--- src/rtl/spx_pkg.sv ---
package spx_pkg;
  localparam int NUM_REGS    = 32;
  localparam int LANES       = 4;
  localparam int REG_W       = $clog2(NUM_REGS);
  localparam int LANE_W      = $clog2(LANES);
  localparam int WORD_W      = 8 * LANES;
  localparam int TOTAL_BYTES = NUM_REGS * LANES;
  localparam int START_W     = REG_W + LANE_W;

  typedef enum logic [1:0] {
    OP_READIN  = 2'd0,
    OP_WRITEOUT = 2'd1,
    OP_SWAP    = 2'd2,
    OP_RSVD    = 2'd3
  } xferOp_e;

  typedef struct packed {
    logic              active;
    logic              wrRf;
    logic              wrBank;
    logic              useBank;
    logic              usePeer;
    logic [1:0]        bankSel;
    logic              fill;
    logic [7:0]        fillByte;
    logic [REG_W-1:0]  regIdx;
    logic [LANE_W-1:0] lane;
  } strobe_t;
endpackage

--- src/rtl/spx_ctrl.sv ---
module spx_ctrl
  import spx_pkg::*;
#(
  parameter int DEV_W     = 8,
  parameter int MAX_LEN   = 124,
  parameter int DEV_MAC   = 0,
  parameter int DEV_BANK0 = 10,
  parameter int DEV_BANK1 = 11,
  parameter int DEV_BANK2 = 12,
  parameter int DEV_PEER  = 14,
  parameter int DEV_ONES  = 254,
  parameter int DEV_ZEROS = 255,
  localparam int LEN_W    = $clog2(MAX_LEN + 1)
) (
  input  logic              clk,
  input  logic              rstN,
  input  logic              cmdValid,
  input  logic [1:0]        cmdOp,
  input  logic [DEV_W-1:0]  cmdDev,
  input  logic [REG_W-1:0]  cmdReg,
  input  logic [LANE_W-1:0] cmdLane,
  input  logic [LEN_W-1:0]  cmdLen,
  output logic              busy,
  output logic              err,
  output logic              macFwd,
  output strobe_t           str
);
  localparam int SUM_W = ((START_W > LEN_W) ? START_W : LEN_W) + 1;

  logic              busyQ, errQ, macQ;
  logic [START_W-1:0] ptrQ;
  logic [LEN_W-1:0]  remainQ;
  xferOp_e           opQ;
  logic              peerQ, fillQ;
  logic [1:0]        selQ;
  logic [7:0]        fillByteQ;

  logic isLocal, isPeer, isOnes, isZeros, isMac;
  logic [1:0] selD;
  logic rangeOk, opKnown, startOk, macOk;
  logic [SUM_W-1:0] endByte;

  always_comb begin
    isLocal = 1'b1;
    selD    = 2'd0;
    if (cmdDev == DEV_W'(DEV_BANK0))      selD = 2'd0;
    else if (cmdDev == DEV_W'(DEV_BANK1)) selD = 2'd1;
    else if (cmdDev == DEV_W'(DEV_BANK2)) selD = 2'd2;
    else isLocal = 1'b0;
    isPeer  = (cmdDev == DEV_W'(DEV_PEER));
    isOnes  = (cmdDev == DEV_W'(DEV_ONES));
    isZeros = (cmdDev == DEV_W'(DEV_ZEROS));
    isMac   = (cmdDev == DEV_W'(DEV_MAC));
    endByte = SUM_W'({cmdReg, cmdLane}) + SUM_W'(cmdLen);
    rangeOk = (cmdLen != '0) && (cmdLen <= LEN_W'(MAX_LEN))
              && (endByte <= SUM_W'(TOTAL_BYTES));
    opKnown = (cmdOp != OP_RSVD);
    macOk   = isMac && (cmdOp == OP_READIN || cmdOp == OP_WRITEOUT);
    startOk = rangeOk && (((isLocal || isPeer) && opKnown)
              || ((isOnes || isZeros) && cmdOp == OP_READIN));
  end

  always_ff @(posedge clk) begin
    if (!rstN) begin
      busyQ     <= 1'b0;
      errQ      <= 1'b0;
      macQ      <= 1'b0;
      ptrQ      <= '0;
      remainQ   <= '0;
      opQ       <= OP_READIN;
      peerQ     <= 1'b0;
      fillQ     <= 1'b0;
      selQ      <= 2'd0;
      fillByteQ <= 8'h00;
    end else begin
      errQ <= 1'b0;
      macQ <= 1'b0;
      if (busyQ) begin
        ptrQ    <= ptrQ + 1'b1;
        remainQ <= remainQ - 1'b1;
        if (remainQ == LEN_W'(1)) busyQ <= 1'b0;
      end else if (cmdValid) begin
        if (macOk) begin
          macQ <= 1'b1;
        end else if (startOk) begin
          busyQ     <= 1'b1;
          ptrQ      <= {cmdReg, cmdLane};
          remainQ   <= cmdLen;
          opQ       <= xferOp_e'(cmdOp);
          peerQ     <= isPeer;
          fillQ     <= isOnes || isZeros;
          selQ      <= selD;
          fillByteQ <= isOnes ? 8'hFF : 8'h00;
        end else begin
          errQ <= 1'b1;
        end
      end
    end
  end

  always_comb begin
    str.active   = busyQ;
    str.wrRf     = busyQ && (opQ == OP_READIN || opQ == OP_SWAP);
    str.wrBank   = busyQ && (opQ == OP_WRITEOUT || opQ == OP_SWAP);
    str.useBank  = busyQ && !fillQ;
    str.usePeer  = peerQ;
    str.bankSel  = selQ;
    str.fill     = fillQ;
    str.fillByte = fillByteQ;
    str.regIdx   = ptrQ[START_W-1:LANE_W];
    str.lane     = ptrQ[LANE_W-1:0];
  end

  assign busy   = busyQ;
  assign err    = errQ;
  assign macFwd = macQ;

  // a rejection never overlaps a transfer
  a_r8_err_idle: assert property (@(posedge clk) disable iff (!rstN)
    errQ |-> !busyQ);
  // a forward pulse never overlaps a transfer
  a_r9_mac_idle: assert property (@(posedge clk) disable iff (!rstN)
    macQ |-> !busyQ);
  // a command seen while busy raises no pulse
  a_r11_ignore: assert property (@(posedge clk) disable iff (!rstN)
    (busyQ && cmdValid) |=> (!errQ && !macQ));
  // byte position steps by exactly one between consecutive steps
  a_r4_step: assert property (@(posedge clk) disable iff (!rstN)
    (busyQ && $past(busyQ)) |-> ({str.regIdx, str.lane} == $past({str.regIdx, str.lane}) + 1'b1));
endmodule

--- src/rtl/spx_dp.sv ---
module spx_dp
  import spx_pkg::*;
(
  input  logic              clk,
  input  logic              rstN,
  input  strobe_t           str,
  output logic [REG_W-1:0]  rfAddr,
  output logic [LANES-1:0]  rfByteEn,
  output logic [WORD_W-1:0] rfWrData,
  input  logic [WORD_W-1:0] rfRdData,
  output logic [REG_W-1:0]  bankAddr,
  output logic [1:0]        bankSel,
  output logic              bankEn,
  output logic              peerEn,
  output logic [LANES-1:0]  bankByteEn,
  output logic [WORD_W-1:0] bankWrData,
  input  logic [WORD_W-1:0] bankRdData
);
  logic [LANES-1:0] laneOh;
  logic [7:0] rfByte, bankByte, toRf;

  always_comb begin
    laneOh   = '0;
    laneOh[str.lane] = 1'b1;
    rfByte   = rfRdData[8*str.lane +: 8];
    bankByte = bankRdData[8*str.lane +: 8];
    toRf     = str.fill ? str.fillByte : bankByte;
  end

  assign rfAddr     = str.regIdx;
  assign bankAddr   = str.regIdx;
  assign bankSel    = str.bankSel;
  assign rfByteEn   = str.wrRf ? laneOh : '0;
  assign bankByteEn = str.wrBank ? laneOh : '0;
  assign rfWrData   = {LANES{toRf}};
  assign bankWrData = {LANES{rfByte}};
  assign bankEn     = str.useBank && !str.usePeer;
  assign peerEn     = str.useBank && str.usePeer;

  // at most one register-file lane written per step
  a_r2_one_lane: assert property (@(posedge clk) disable iff (!rstN)
    $onehot0(rfByteEn));
  // fill devices never touch a bank
  a_r6_fill_no_bank: assert property (@(posedge clk) disable iff (!rstN)
    (str.active && str.fill) |-> (!bankEn && !peerEn && bankByteEn == '0));
  // local and peer enables are exclusive
  a_r7_excl: assert property (@(posedge clk) disable iff (!rstN)
    !(bankEn && peerEn));
endmodule

--- src/rtl/scratch_xfer.sv ---
module scratch_xfer
  import spx_pkg::*;
(
  input  logic        clk,
  input  logic        rstN,
  input  logic        cmdValid,
  input  logic [1:0]  cmdOp,
  input  logic [7:0]  cmdDev,
  input  logic [4:0]  cmdReg,
  input  logic [1:0]  cmdLane,
  input  logic [6:0]  cmdLen,
  output logic        busy,
  output logic        err,
  output logic        macFwd,
  output logic [4:0]  rfAddr,
  output logic [3:0]  rfByteEn,
  output logic [31:0] rfWrData,
  input  logic [31:0] rfRdData,
  output logic [4:0]  bankAddr,
  output logic [1:0]  bankSel,
  output logic        bankEn,
  output logic        peerEn,
  output logic [3:0]  bankByteEn,
  output logic [31:0] bankWrData,
  input  logic [31:0] bankRdData
);
  strobe_t str;

  spx_ctrl #(.DEV_W(8), .MAX_LEN(124)) u_ctrl (
    .clk(clk), .rstN(rstN), .cmdValid(cmdValid), .cmdOp(cmdOp),
    .cmdDev(cmdDev), .cmdReg(cmdReg), .cmdLane(cmdLane), .cmdLen(cmdLen),
    .busy(busy), .err(err), .macFwd(macFwd), .str(str)
  );

  spx_dp u_dp (
    .clk(clk), .rstN(rstN), .str(str),
    .rfAddr(rfAddr), .rfByteEn(rfByteEn), .rfWrData(rfWrData), .rfRdData(rfRdData),
    .bankAddr(bankAddr), .bankSel(bankSel), .bankEn(bankEn), .peerEn(peerEn),
    .bankByteEn(bankByteEn), .bankWrData(bankWrData), .bankRdData(bankRdData)
  );
endmodule

--- config.mk ---
export PLATFORM = sky130hd
export DESIGN_NAME = scratch_xfer
export DESIGN_NICKNAME = d
export VERILOG_FILES = /design/src/rtl/spx_pkg.sv /design/src/rtl/spx_ctrl.sv /design/src/rtl/spx_dp.sv /design/src/rtl/scratch_xfer.sv
export SDC_FILE = /design/constraint.sdc
export NUM_CORES = 1
export LEC_CHECK = 0
export BUFFER_PORTS_ARGS = -buffer_cell sky130_fd_sc_hd__clkbuf_2
export CAP_MARGIN = 20
export CORE_ASPECT_RATIO = 0.75
export CORE_UTILIZATION = 43
export CTS_BUF_LIST = sky130_fd_sc_hd__clkbuf_8
export CTS_CLUSTER_DIAMETER = 100
export DETAILED_ROUTE_END_ITERATION = 16
export PLACE_DENSITY = 0.83
export SETUP_SLACK_MARGIN = 0.4
export SLEW_MARGIN = 20
export SYNTH_ARGS = -nofsm -noshare
export SYNTH_HDL_FRONTEND = slang
export SYNTH_SLANG_ARGS = --single-unit
export TNS_END_PERCENT = 20
--- constraint.sdc ---
create_clock -name clk -period 2.7 [get_ports clk]
set_clock_uncertainty 0.05 [all_clocks]
set_input_delay 0.135 -clock clk [delete_from_list [all_inputs] [get_ports clk]]
set_output_delay 0.135 -clock clk [all_outputs]
set_load 0.01 [all_outputs]
==> metrics.yaml <==
cts:
  numCtsBuffers: 3
  htree_levels: 1
  clk_pin_slew_worst_paths_ps: 90
  cts_sinks: 24
  cts_tree: "done"
  hold_buffers: 0
  cts_root_buffer: "clkbuf_8"
  clk_latency_ps: 270
  clk_path_buf_depth: 2
worst_hold_path:
  hp-class: "input port to flop"
layout:
  layout-drive-gt1-share: 0.528
  fillers: 536
  final_cell_area_um2: 3370
  nets: 548
  area_delta_synth_final_pct: 27.8
  antenna_cells: 0
  final_cells: 517
floorplanning:
  core_um2: 5860
  fp-row-count: 24
  io_pins: 180
  die_w_um: 92.4
  initial_core_util: 0.450
  dieHeight_um: 69.8
  die_area_um2: 6450
power_and_ir_drop:
  power_frac_clock: 0.229
  vdd_drop_max_v: 0.000173
  pwr-share-comb: 0.394
  p_total_w: 0.000959
  switchingPower_w: 0.000323
  p_leak_nw: 1.57
  power.internal_w: 0.000636
  power_density_nw_per_um2: 285
  p_sw_frac: 0.337
  seqPwrFrac: 0.377
placed_design:
  dpl.hpwl_mm: 6.79
  place.gp.congestion: 0.986
  numPortBuffers: 179
  place_area_um2: 3240
  dp.cells: 512
  pre_cts_slack_ps: -9.87
timing:
  period_share: 0.833
  maxSlewViolCount: 0
  fin_tns_setup_ps: 0
  worst_pin_slew_ps: 673
  setup_violations: 0
  post-route-min-period_ps: 2250
  fin_ws_ps: 450
  rsz0062_at_grt: "yes"
  hold_viol_final: 0
  fmax_ghz: 0.445
  slew_headroom: 0.546
critical_path:
  arrival_ps: 2360
  start_kind: "input port"
  critPathKind: "input port to flop"
  worstPathRequired_ps: 2810
  cp_max_fo: 7
  cp-end-kind: "flop"
job:
  cap_violations: 0
yosys:
  yosysUniqueCellTypes: 48
  synth_nets: 423
  synth-simple-area-share: 0.194
  synth_compound_area_frac: 0.167
  synthCells: 316
  synthXorXnorAreaFrac: 0.0232
  synth_adder_area_share: 0.0787
  syn_area_um2: 2640
  synth_edf_count: 0
  syn_area_per_cell_um2: 8.35
  synth_warnings: 0
  async_reset_ff_frac: 0
  ys_seq_elements: 24
  muxShareOfSynthArea: 0.141
  synth-main-ff-cell: "dfxtp_1"
  synth_top_family_by_area: "buffers and inverters"
  yosysSeqAreaShare: 0.182
routing:
  avgViaCountPerCell: 5.51
  drt_iter0_drc: 157
  ant_nets: 0
  wirelength_mm: 8.34
  wl_per_cell_um: 16.1
  drt_first_pass_iters: 4
  vias: 2848
  drc: 0
outcome:
  outcome: "completed"
global_routing:
  globalRouteTotalUtil: 0.250
  antenna_found_initial: 0
  grt_max_degree: 24
  grt_pass1_wl_mm: 12.8
  overflow: 0
  grt_pass1_vias: 2623
[layout by cell type, fill, tap and decap left out, types with 2 or more instances in the layout]
cell type  count
mux4_2        16
o21ai_0       21
clkbuf_8       3
xor2_1         7
nand2_1       15
a21oi_2        3
a21oi_1       12
or4_1          3
nand3_1       13
nand4_1        5
nor3_1        11
and3_1         5
dfxtp_1       23
a21o_1         3
a311oi_1       4
nor2_1        15
clkbuf_2     179
o2111a_1       2
nor4_1         2
nor4_2         5
buf_4         15
inv_1         15
o211ai_1       2
a31oi_1        2
and2_1         4
a211oi_1       8
ha_1          14
nor3b_1        5
nor2b_1        3
or3_1          2
[power groups by stage]
stage	Sequential [W]	Combinational, W	Clock [W]
after floorplan	0.000369	0.000238	0
after detailed placement	0.000370	0.000351	0
final	0.000362	0.000378	0.000219
after global routing	0.000362	0.000408	0.000236
after CTS	0.000361	0.000370	0.000218
after global placement	0.000370	0.000341	0
[kinds of logic (layout without fill, tap and decap cells)]
kind of cell | Yosys count | in the layout
compound gates | 68 | 68
xor+xnor | 7 | 7
fa+ha+maj | 16 | 16
buf+inv | 90 | 213
flops | 24 | 24
mux | 17 | 17
simple gates | 94 | 94
[flip-flops by register name (all words and copies together), names as in the netlist, 2 cells and up]
signal,flops
u_ctrl.remainQ,7
u_ctrl.ptrQ,7
u_ctrl.selQ,2
u_ctrl.opQ,2
[layout make-up]
cell class	count	area, µm²	area share
well taps	78	97.6	0.0290
multi-input cells	202	1680	0.499
repair buffers	194	1010	0.299
clock buffers	3	41.3	0.0123
flip-flops and latches	24	482	0.143
inverters	16	60.1	0.0178
[stage by stage]
| step | hold slack (ps) | util |
|---|---|---|
| CTS | 85.1 | 0.569 |
| global placement | 360 | 0.554 |
| floorplan | 204 | - |
| global route | 90.1 | 0.575 |
| detailed placement | 377 | 0.554 |
| finish | 89.8 | 0.575 |
[what timing repair did]
| item | in CTS | in global routing |
|---|---|---|
| gates resized for setup | 6 | 7 |
| hold endpoints to repair | 0 | 0 |
| setup buffers | 2 | 0 |
| pin swaps | 5 | 5 |
| endpoints found under the setup margin | 17 | 13 |
[layer usage]
layer | wire [µm] | up-vias | global-route usage
met3 | 705 | 4 | 0.0658
li1 | - | 1348 | -
met4 | 13 | 0 | 0.0243
met1 | 3570 | 1363 | 0.331
met2 | 4040 | 133 | 0.421
met5 | 0 | - | 0
[path summary, 6_finish.rpt]
| path | start | endpoint | slack [ps] | depth (start not counted) |
|---|---|---|---|---|
| max | cmdLane[0] | u_ctrl.remainQ[1] | 450 | 12 |
| min | cmdValid | u_ctrl.macFwd | 90 | 3 |
| max reg2reg | u_ctrl.busy | u_ctrl.peerQ | 980 | 3 |
| min reg2reg | u_ctrl.opQ[0] | u_ctrl.opQ[0] | 440 | 2 |
[critical path, stage by stage]
cell	delay, ps
clkbuf_2	120
ha_4	170
fa_2	350
a21o_1	180
a21oi_2	170
mux2_4	190
o2111ai_4	120
o22a_4	290
buf_4	140
buf_4	150
nor4_2	250
a311oi_1	80
[synth_stat cells, types with 2 or more instances]
| master | number | area, µm² |
|---|---|---|
| clkbuf_1 | 10 | 37.5 |
| o22a_1 | 2 | 17.5 |
| nor3_1 | 11 | 55.1 |
| nand2_1 | 15 | 56.3 |
| a211oi_1 | 8 | 60.1 |
| nand4_1 | 5 | 31.3 |
| inv_1 | 15 | 56.3 |
| o31ai_1 | 2 | 15.0 |
| or4_1 | 3 | 22.5 |
| nor3b_1 | 5 | 37.5 |
| nor2b_1 | 3 | 18.8 |
| o2111a_1 | 2 | 22.5 |
| mux4_2 | 16 | 360 |
| nand3_1 | 13 | 65.1 |
| nor2_1 | 15 | 56.3 |
| a21oi_1 | 14 | 70.1 |
| xor2_1 | 7 | 61.3 |
| or3_1 | 2 | 12.5 |
| and2_1 | 4 | 25.0 |
| a21o_1 | 3 | 22.5 |
| o21ai_0 | 21 | 105 |
| nor4_1 | 6 | 37.5 |
| a311oi_1 | 4 | 35.0 |
| buf_1 | 2 | 7.51 |
| dfxtp_1 | 24 | 480 |
| and3_1 | 5 | 31.3 |
| buf_2 | 2 | 10.0 |
| o2111ai_1 | 2 | 17.5 |
| o211ai_1 | 2 | 15.0 |
| buf_4 | 60 | 450 |
| ha_1 | 15 | 188 |
| a31oi_1 | 2 | 12.5 |
Note: power is estimated with default switching activity, not from simulation.
